<file path="config.mk">
export PLATFORM = sky130hd
export DESIGN_NAME = rdma_channel
export DESIGN_NICKNAME = d
export VERILOG_FILES = /design/src/rtl/rdma_pkg.sv /design/src/rtl/rdma_cmd_decode.sv /design/src/rtl/rdma_addr_ctr.sv /design/src/rtl/rdma_lane_mux.sv /design/src/rtl/rdma_channel.sv
export SDC_FILE = /design/constraint.sdc
export NUM_CORES = 1
export LEC_CHECK = 0
export BUFFER_PORTS_ARGS = -buffer_cell sky130_fd_sc_hd__buf_2
export CAP_MARGIN = 20
export CORE_MARGIN = 4
export CORE_UTILIZATION = 43
export DETAILED_ROUTE_END_ITERATION = 8
export PLACE_DENSITY = 0.76
export SKIP_LAST_GASP = 1
export SLEW_MARGIN = 20
export SYNTH_ARGS = -nofsm -noshare
export SYNTH_HDL_FRONTEND = slang
export SYNTH_SLANG_ARGS = --single-unit
</file>
<file path="constraint.sdc">
create_clock -name clk -period 2.6 [get_ports clk]
set_input_delay 0.52 -clock clk [delete_from_list [all_inputs] [get_ports clk]]
set_output_delay 0.52 -clock clk [all_outputs]
set_load 0.05 [all_outputs]
</file>
<file path="src/rtl/rdma_pkg.sv">
package rdma_pkg;
  typedef enum logic [2:0] {
    ST_IDLE,
    ST_RD_REQ,
    ST_RD_LAT,
    ST_RD_OUT,
    ST_WR
  } rdma_state_e;

  localparam logic [2:0] CMD_READ  = 3'b001;
  localparam logic [2:0] CMD_WRITE = 3'b010;
endpackage

</file>
<file path="src/rtl/rdma_cmd_decode.sv">
module rdma_cmd_decode
  import rdma_pkg::*;
(
  input  logic       cmd_wr,
  input  logic [2:0] cmd_code,
  input  logic       idle,
  output logic       go_read,
  output logic       go_write,
  output logic       abort
);
  // Bit 2 aborts whatever the low bits say; starts are honoured only when idle.
  always_comb begin
    abort    = cmd_wr & cmd_code[2];
    go_read  = cmd_wr & idle & (cmd_code == CMD_READ);
    go_write = cmd_wr & idle & (cmd_code == CMD_WRITE);
  end
endmodule

</file>
<file path="src/rtl/rdma_addr_ctr.sv">
module rdma_addr_ctr #(
  parameter int ADDR_W = 16,
  parameter int CNT_W  = 16
) (
  input  logic              clk,
  input  logic              rst_n,
  input  logic              load,
  input  logic [ADDR_W-1:0] ld_addr,
  input  logic [CNT_W-1:0]  ld_cnt,
  input  logic              advance,
  input  logic              word_mode,
  output logic [ADDR_W-1:0] addr,
  output logic [CNT_W-1:0]  count,
  output logic              wide,
  output logic              zero
);
  localparam logic [CNT_W-1:0]  CNT_ONE  = CNT_W'(1);
  localparam logic [CNT_W-1:0]  CNT_TWO  = CNT_W'(2);
  localparam logic [ADDR_W-1:0] ADDR_ONE = ADDR_W'(1);
  localparam logic [ADDR_W-1:0] ADDR_TWO = ADDR_W'(2);

  // A word step needs at least two bytes left; otherwise fall back to a byte.
  assign wide = word_mode && (count > CNT_ONE);
  assign zero = (count == '0);

  always_ff @(posedge clk) begin
    if (!rst_n) begin
      addr  <= '0;
      count <= '0;
    end else if (load) begin
      addr  <= ld_addr;
      count <= ld_cnt;
    end else if (advance) begin
      addr  <= addr  + (wide ? ADDR_TWO : ADDR_ONE);
      count <= count - (wide ? CNT_TWO  : CNT_ONE);
    end
  end
endmodule

</file>
<file path="src/rtl/rdma_lane_mux.sv">
module rdma_lane_mux #(
  parameter int BYTE_W = 8
) (
  input  logic              wide,
  input  logic              odd,
  input  logic              swap,
  input  logic [2*BYTE_W-1:0] host_wdata,
  input  logic [2*BYTE_W-1:0] mem_rdata,
  output logic [2*BYTE_W-1:0] mem_wdata,
  output logic [1:0]        mem_be,
  output logic [2*BYTE_W-1:0] host_rdata
);
  logic [BYTE_W-1:0] w_lo, w_hi, r_lo, r_hi;

  always_comb begin
    w_lo = host_wdata[BYTE_W-1:0];
    w_hi = host_wdata[2*BYTE_W-1:BYTE_W];
    r_lo = mem_rdata[BYTE_W-1:0];
    r_hi = mem_rdata[2*BYTE_W-1:BYTE_W];
    if (wide) begin
      mem_be     = 2'b11;
      mem_wdata  = swap ? {w_lo, w_hi} : {w_hi, w_lo};
      host_rdata = swap ? {r_lo, r_hi} : {r_hi, r_lo};
    end else begin
      mem_be     = odd ? 2'b10 : 2'b01;
      mem_wdata  = {w_lo, w_lo};
      host_rdata = {{BYTE_W{1'b0}}, (odd ? r_hi : r_lo)};
    end
  end
endmodule

</file>
<file path="src/rtl/rdma_channel.sv">
module rdma_channel
  import rdma_pkg::*;
#(
  parameter int ADDR_W = 16,
  parameter int CNT_W  = 16,
  parameter int BYTE_W = 8
) (
  input  logic                clk,
  input  logic                rst_n,
  input  logic                cmd_wr,
  input  logic [2:0]          cmd_code,
  input  logic [ADDR_W-1:0]   start_addr,
  input  logic [CNT_W-1:0]    byte_count,
  input  logic                word_mode,
  input  logic                swap_bytes,
  input  logic                grant,
  input  logic [2*BYTE_W-1:0] wr_data,
  input  logic                wr_valid,
  output logic                wr_ready,
  output logic [2*BYTE_W-1:0] rd_data,
  output logic                rd_valid,
  input  logic                rd_ready,
  output logic                mem_en,
  output logic                mem_we,
  output logic [1:0]          mem_be,
  output logic [ADDR_W-1:0]   mem_addr,
  output logic [2*BYTE_W-1:0] mem_wdata,
  input  logic [2*BYTE_W-1:0] mem_rdata,
  output logic [ADDR_W-1:0]   cur_addr,
  output logic [CNT_W-1:0]    cur_count,
  output logic                busy,
  output logic                dma_done
);
  localparam int DATA_W = 2 * BYTE_W;

  rdma_state_e       state, state_d;
  logic              word_q, swap_q, done_d, done_q;
  logic [DATA_W-1:0] hold_q, rdata_fmt;
  logic              go_read, go_write, abort, idle;
  logic              wide, zero, advance, wr_fire, rd_fire, rd_issue;

  assign idle = (state == ST_IDLE);

  rdma_cmd_decode u_dec (
    .cmd_wr   (cmd_wr),
    .cmd_code (cmd_code),
    .idle     (idle),
    .go_read  (go_read),
    .go_write (go_write),
    .abort    (abort)
  );

  rdma_addr_ctr #(.ADDR_W(ADDR_W), .CNT_W(CNT_W)) u_ctr (
    .clk       (clk),
    .rst_n     (rst_n),
    .load      (go_read | go_write),
    .ld_addr   (start_addr),
    .ld_cnt    (byte_count),
    .advance   (advance),
    .word_mode (word_q),
    .addr      (cur_addr),
    .count     (cur_count),
    .wide      (wide),
    .zero      (zero)
  );

  rdma_lane_mux #(.BYTE_W(BYTE_W)) u_lane (
    .wide       (wide),
    .odd        (cur_addr[0]),
    .swap       (swap_q),
    .host_wdata (wr_data),
    .mem_rdata  (mem_rdata),
    .mem_wdata  (mem_wdata),
    .mem_be     (mem_be),
    .host_rdata (rdata_fmt)
  );

  // Stream handshakes; an abort in the same cycle suppresses any transfer.
  assign wr_ready = (state == ST_WR) && !zero && grant && !abort;
  assign wr_fire  = wr_valid && wr_ready;
  assign rd_valid = (state == ST_RD_OUT) && !abort;
  assign rd_fire  = rd_valid && rd_ready;
  assign rd_issue = (state == ST_RD_REQ) && !zero && grant && !abort;
  assign advance  = wr_fire | rd_fire;

  assign mem_en   = rd_issue | wr_fire;
  assign mem_we   = wr_fire;
  assign mem_addr = cur_addr;
  assign rd_data  = hold_q;
  assign busy     = !idle;
  assign dma_done = done_q;

  always_comb begin
    state_d = state;
    done_d  = 1'b0;
    if (abort) begin
      state_d = ST_IDLE;
    end else begin
      unique case (state)
        ST_IDLE: begin
          if (go_read)       state_d = ST_RD_REQ;
          else if (go_write) state_d = ST_WR;
        end
        ST_RD_REQ: begin
          if (zero) begin
            state_d = ST_IDLE;
            done_d  = 1'b1;
          end else if (grant) begin
            state_d = ST_RD_LAT;
          end
        end
        ST_RD_LAT: state_d = ST_RD_OUT;
        ST_RD_OUT: if (rd_fire) state_d = ST_RD_REQ;
        ST_WR: begin
          if (zero) begin
            state_d = ST_IDLE;
            done_d  = 1'b1;
          end
        end
        default: state_d = ST_IDLE;
      endcase
    end
  end

  always_ff @(posedge clk) begin
    if (!rst_n) begin
      state  <= ST_IDLE;
      done_q <= 1'b0;
      word_q <= 1'b0;
      swap_q <= 1'b0;
      hold_q <= '0;
    end else begin
      state  <= state_d;
      done_q <= done_d;
      if (go_read | go_write) begin
        word_q <= word_mode;
        swap_q <= swap_bytes;
      end
      if (state == ST_RD_LAT) hold_q <= rdata_fmt;
    end
  end
endmodule

</file>
==> flow_metrics.tcl, run 1 <==
set metrics [dict create \
    cellInternalPower_uw 2240 \
    worst_setup_path_start_kind "register" \
    timing.hold.ws_ps 452 \
    vdd_drop_max_v 0.000655 \
    critical_path_arrival_ps 2830 \
    global_route_wire_length_before_repair_um 18400 \
    met2_wirelength_um 6010 \
    ws_path_type "reg2reg" \
    cts.clk_slew.worst_paths_ps 100 \
    clk_latency_ps 310 \
    post_drt_wl_per_cell_um 16.0 \
    dominantRegCellSynth "sky130_fd_sc_hd__dfxtp_1" \
    hp-class "reg2reg" \
    maximum_frequency_from_static_timing_analysis_mhz 386 \
    drt_wl_total_um 11800 \
    finalMaxSlewViolations 0 \
    power_frac_clock_pct 10.4 \
    power_density_nw_per_um2 900 \
    net-switching-power_uw 2220 \
    synth.yosys.seq_area_share_pct 29.4 \
    synth-warning-count 0 \
    design.core.area_um2 8260 \
    fp.dieW_um 100 \
    place_congestion 0.925 \
    cts-root-to-sink-buffers 2 \
    synth.most_common_cell "sky130_fd_sc_hd__nand2_1" \
    syn2layout_area_growth_pct 34.9 \
    antenna_violating_nets_post_route 0 \
    top_signal_layer_used "met4" \
    initialDrtViolationCount 230 \
    outcome "finished clean" \
    nNetsFinal 714 \
    grt_setup_unrepaired "true" \
    setup-violations-final 0 \
    maxCapViolCount 0 \
    tritoncts.num_buffers 5 \
    setup_tns_ps 0 \
    min_period_ps 2590 \
    slowest_delay_ps 480 \
    drt-pass1-iter-count 4 \
    clock-root-buffer "sky130_fd_sc_hd__clkbuf_8" \
    cts_hold_buf 0 \
    synth_commonest_cells "sky130_fd_sc_hd__nand2_1 (59), sky130_fd_sc_hd__a21oi_1 (54), sky130_fd_sc_hd__dfxtp_1 (54)" \
    detail_route.drc_violations 0 \
    ctsHtreeMaxLevel 2 \
    slew-limit-headroom_pct 51.3 \
    leakagePower_uw 0.00217 \
    synth-seq-cells 54 \
    y_dimension_of_the_die_um 100 \
    synth_area_leader_cell "sky130_fd_sc_hd__dfxtp_1" \
    yosys_cell_types 59 \
    worst-endpoint-required_ps 2840 \
    synth_edf_count 0 \
    wl_met1_um 4950 \
    number_of_antenna_violations_at_the_first_check_in_global_routing 0 \
    timing.final.hold_violations 0 \
    post_synth_inst_count 469 \
    post-dp-hpwl_um 8800 \
    fin_worst_skew_ps 16.0 \
    sw_frac_of_total_pct 49.7 \
    crit_path_max_fanout 4 \
    share_of_final_layout_standard_cells_stronger_than_drive_strength_1_pct 44.9 \
    io_pins 163 \
    detailroute.via_count 4139 \
    synth.top_cells.by_area "sky130_fd_sc_hd__dfxtp_1 (29%), sky130_fd_sc_hd__mux2_2 (8.3%), sky130_fd_sc_hd__a21oi_1 (7.3%), sky130_fd_sc_hd__nand2_1 (6.0%), sky130_fd_sc_hd__nor2_1 (4.3%)" \
    fill_cells 775 \
    total_grt_overflow 0 \
    overall_track_demand_over_capacity_in_global_routing_pct 22.0 \
    synth_async_sr_flop_share_pct 0 \
    placed_area_um2 4650 \
    yosys.area.top_type_share_pct 29.4 \
    syn_avg_cell_area_um2 7.84 \
    worst_path_max_delay_cell "sky130_fd_sc_hd__or4b_4" \
    fin_area_um2 4960 \
    grt_max_degree 31 \
    vias_cell 5.62 \
    tightestPinTransition_ps 730 \
    initial_utilization_pct 44.5 \
    clock_sink_count 54 \
    power_frac_comb_pct 64.0 \
    cp-end-kind "register" \
    met3_routed_wirelength_um 669 \
    netlist_area_before_placement_um2 3680 \
    fp.dieArea_um2 10100 \
    antenna_cells_inserted 0 \
    cts_tree "built" \
    rows 33 \
    cp_cell_sequence "nor4_4 -> a41oi_2 -> inv_2 -> ha_4 -> fa_2 -> or4b_4 -> nor3_4 -> buf_6 -> nand3_1 -> a21o_1 -> a21oi_2" \
    p_seq_share_pct 25.5 \
    first_global_vias 3851 \
    fin_crit_sh_pct 99.7 \
    placement.io_buffers 162 \
    final_core_util_pct 60.1 \
    synth.net_count 552 \
]
worst paths after layout:
kind	slack, ps	depth (start not counted)	startpoint	to
max	7	11	u_ctr.count[14]$_SDFFE_PN0P_	u_ctr.count[12]$_SDFFE_PN0P_
max reg2reg	7	11	u_ctr.count[14]$_SDFFE_PN0P_	u_ctr.count[12]$_SDFFE_PN0P_
min	450	2	rd_data[15]$_SDFFE_PN0P_	rd_data[15]$_SDFFE_PN0P_
min reg2reg	450	2	rd_data[15]$_SDFFE_PN0P_	rd_data[15]$_SDFFE_PN0P_
state kept, by name, indices dropped and copies added (netlist names):
signal,flops
rd_data,16
u_ctr.addr,16
u_ctr.count,16
state,3
dma_done,1
swap_q,1
word_q,1
logic make-up (layout without fill, tap and decap cells):
kind of cell	count (synthesis)	after routing	share of synthesized area (%)
AND/OR/NAND/NOR	186	186	25.8
AO/OA/AOI/OAI	134	134	24.1
buffers and inverters	58	221	8.81
flip-flops	54	54	29.4
multiplexers	28	28	8.54
adder cells (fa/ha/maj)	8	8	3.13
XOR/XNOR	1	1	0.238
power by group through the flow:
stage | Sequential (uW) | Combinational [uW] | Clock [uW]
detailed placement | 1150 | 2640 | 0
global route | 1160 | 3090 | 504
global placement | 1140 | 2600 | 0
finish | 1140 | 2860 | 466
floorplan | 1500 | 1640 | 0
CTS | 1140 | 2700 | 479
timing repair:
action | 4_1_cts | 5_1_grt
pin swaps | 1 | 11
buffers inserted | 2 | 9
setup endpoints to repair | 20 | 34
gates resized for setup | 3 | 54
hold endpoints to repair | 0 | 0
critical path, delay by kind of cell, from the launching register on:
| kind | cells | cell delay [ps] |
|---|---|---|
| DFF | 1 | 370 |
| buffers and inverters | 2 | 280 |
| and+or+nand+nor | 4 | 1060 |
| adders and majority gates | 2 | 320 |
| AOI/OAI and AO/OA | 3 | 500 |
per-layer routing:
metal / track usage, % / up-vias
met5: 0 / -
met4: 6.11 / 0
met3: 3.11 / 12
met2: 37.3 / 139
met1: 29.1 / 1982
li1: - / 2006
cell usage in the layout, fill, tap and decap left out, drive strengths merged, types with 2 or more instances in the layout:
| master | synthesis | routed |
|---|---|---|
| fa | 2 | 2 |
| nor3 | 12 | 12 |
| or3 | 4 | 4 |
| o32ai | 5 | 5 |
| nor2 | 43 | 43 |
| nand3 | 23 | 23 |
| a21oi | 54 | 54 |
| and4 | 2 | 2 |
| inv | 11 | 11 |
| or2 | 3 | 3 |
| nor2b | 4 | 4 |
| nand3b | 5 | 5 |
| ha | 6 | 6 |
| o21ai | 25 | 25 |
| mux2 | 27 | 27 |
| buf | 32 | 201 |
| nand2b | 2 | 2 |
| nand2 | 59 | 59 |
| a31oi | 2 | 2 |
| nor4 | 9 | 9 |
| a41oi | 2 | 2 |
| and2 | 6 | 6 |
| a211oi | 7 | 7 |
| a32oi | 2 | 2 |
| nand4b | 4 | 4 |
| o31a | 3 | 3 |
| and3 | 2 | 2 |
| a311oi | 2 | 2 |
| o221a | 7 | 7 |
| o211ai | 4 | 4 |
| dfxtp | 54 | 54 |
| clkbuf | 14 | 8 |
| nand4 | 5 | 5 |
| a21o | 12 | 12 |
through the flow:
step           worst slack, ps  cells  power [uW]
6_report                  6.76    737        4460
3_3_place_gp              86.5    718        3750
2_1_floorplan            -96.2    469        3140
3_5_place_dp            -0.184    718        3790
4_1_cts                  -67.9    728        4310
5_1_grt                  -91.2    737        4750
area by class of cell:
type / instances / area, um^2 / share of cell area, %
clock buffers: 8 / 80.1 / 1.61
inverters: 12 / 45.0 / 0.908
multi-input cells: 357 / 2400 / 48.4
flip-flops and latches: 54 / 1120 / 22.6
well taps: 105 / 131 / 2.65
repair buffers: 201 / 1180 / 23.8
No activity file was read; power rests on OpenSTA's default activity.
==> inputs of run 2 (changes only) <==
CORE_UTILIZATION = 52   (was 43)
PLACE_DENSITY = 0.86   (was 0.76)
clock period = 3.3 ns   (was 2.6 ns; I/O delays follow)
==> flow_metrics.tcl, run 2 (synthesis results as in run 1) <==
set metrics [dict create \
    antenna_cells_inserted 0 \
    detail_route.drc_violations 0 \
    cts_tree "built" \
    fp.dieW_um 92.1 \
    detailroute.via_count 4053 \
    design.core.area_um2 6830 \
    placed_area_um2 4410 \
    fin_total_pwr_uw 3200 \
    fp.dieArea_um2 8480 \
    cts_hold_buf 0 \
    tritoncts.num_buffers 5 \
    post-dp-hpwl_um 8280 \
    timing.final.hold_violations 0 \
    cp-end-kind "register" \
    io_pins 163 \
    slowest_delay_ps 600 \
    maximum_frequency_from_static_timing_analysis_mhz 315 \
    syn2layout_area_growth_pct 22.5 \
    cp_cell_sequence "nor4_2 -> a41oi_2 -> inv_1 -> ha_1 -> fa_1 -> or4b_1 -> nor3_4 -> nand3_1 -> a21o_1 -> a21oi_1" \
    overall_track_demand_over_capacity_in_global_routing_pct 24.3 \
    rows 30 \
    worst_path_max_delay_cell "sky130_fd_sc_hd__or4b_1" \
    maxCapViolCount 0 \
    clk_latency_ps 310 \
    critical_path_arrival_ps 3420 \
    fill_cells 630 \
    min_period_ps 3170 \
    grt_setup_unrepaired "false" \
    total_grt_overflow 0 \
    post_drt_wl_per_cell_um 15.8 \
    crit_path_max_fanout 9 \
    met3_routed_wirelength_um 832 \
    placement.io_buffers 162 \
    crit_family "simple AND/OR/NAND/NOR gates" \
    share_of_final_layout_standard_cells_stronger_than_drive_strength_1_pct 37.9 \
    initial_utilization_pct 53.8 \
    antenna_violating_nets_post_route 0 \
    grt_max_degree 53 \
    vias_cell 5.81 \
    layout_commonest_cell "sky130_fd_sc_hd__buf_2" \
    hp-class "reg2reg" \
    ctsHtreeMaxLevel 2 \
    cts.clk_slew.worst_paths_ps 100 \
    slew-limit-headroom_pct 55.9 \
    fin_crit_sh_pct 96.2 \
    top_signal_layer_used "met4" \
    initialDrtViolationCount 272 \
    layout_common_cells "sky130_fd_sc_hd__buf_2 (162), sky130_fd_sc_hd__nand2_1 (59), sky130_fd_sc_hd__a21oi_1 (54), sky130_fd_sc_hd__dfxtp_1 (54), sky130_fd_sc_hd__nor2_1 (42)" \
    fin_area_um2 4500 \
    finalMaxSlewViolations 0 \
    setup-violations-final 0 \
    first_global_vias 3649 \
    drt_wl_total_um 11000 \
    cts-root-to-sink-buffers 2 \
    y_dimension_of_the_die_um 92.1 \
    clock_sink_count 54 \
    met2_wirelength_um 5570 \
    vdd_drop_max_v 0.000463 \
    number_of_antenna_violations_at_the_first_check_in_global_routing 0 \
    worst-endpoint-required_ps 3550 \
    wl_met1_um 4340 \
    global_route_wire_length_before_repair_um 17200 \
    worst_setup_path_start_kind "register" \
    ws_path_type "reg2reg" \
    power_density_nw_per_um2 711 \
    outcome "finished clean" \
    drt-pass1-iter-count 5 \
    nNetsFinal 684 \
    tightestPinTransition_ps 646 \
    cts_setup_buffers 0 \
    cp.buffers_inverters 1 \
    fin_worst_skew_ps 8.43 \
    setup_tns_ps 0 \
    place_congestion 0.890 \
    clock-root-buffer "sky130_fd_sc_hd__clkbuf_8" \
    leakagePower_uw 0.00196 \
]
run 2: path summary, 6_finish.rpt:
check                           slack, ps                        start                      endpoint  cells after the start
worst max-delay path                  130  u_ctr.count[2]$_SDFFE_PN0P_  u_ctr.count[12]$_SDFFE_PN0P_                     10
worst min-delay path                  460     rd_data[12]$_SDFFE_PN0P_      rd_data[12]$_SDFFE_PN0P_                      2
worst max register to register        130  u_ctr.count[2]$_SDFFE_PN0P_  u_ctr.count[12]$_SDFFE_PN0P_                     10
worst min register to register        460     rd_data[12]$_SDFFE_PN0P_      rd_data[12]$_SDFFE_PN0P_                      2
run 2: final cells by class:
| cell class | instances | area [um^2] | area share (%) |
|---|---|---|---|
| multi-input cells | 357 | 2290 | 50.9 |
| flip-flops and latches | 54 | 1080 | 24.0 |
| repair buffers | 171 | 878 | 19.5 |
| well taps | 96 | 120 | 2.67 |
| clock buffers | 6 | 72.6 | 1.61 |
| inverters | 12 | 45.0 | 1.00 |
| clock inverters | 2 | 13.8 | 0.306 |
run 2: layer usage:
layer  track usage [%]  vias to the layer above
met5                 0                        -
li1                  -                     1952
met1              29.5                     1872
met3              4.43                       21
met2              42.7                      208
met4              8.79                        0
run 2: repair_timing:
| item | CTS | global route |
|---|---|---|
| hold endpoints to repair | 0 | 0 |
| setup endpoints to repair | 0 | 5 |
| gates resized for setup | 0 | 2 |
run 2: through the flow:
stage,hold slack (ps),worst slack (ps),std cells,utilization [%]
floorplan,436,198,469,-
CTS,462,68.7,698,65.8
global route,483,2.75,698,65.9
finish,462,126,698,65.9
global placement,439,274,690,64.5
detailed placement,448,83.0,690,64.5
run 2: worst reg2reg max path: cells and delay by family (launching register included):
kind	cells	cell delay, ps
buffers and inverters	1	230
adders and majority gates	2	490
DFF	1	390
and+or+nand+nor	4	1510
AOI/OAI and AO/OA	3	500
run 2: power breakdown:
| group | internal (uW) | switching (uW) | total, uW |
|---|---|---|---|
| Combinational | 625 | 1300 | 1930 |
| Clock | 151 | 225 | 375 |
| Sequential | 756 | 144 | 899 |
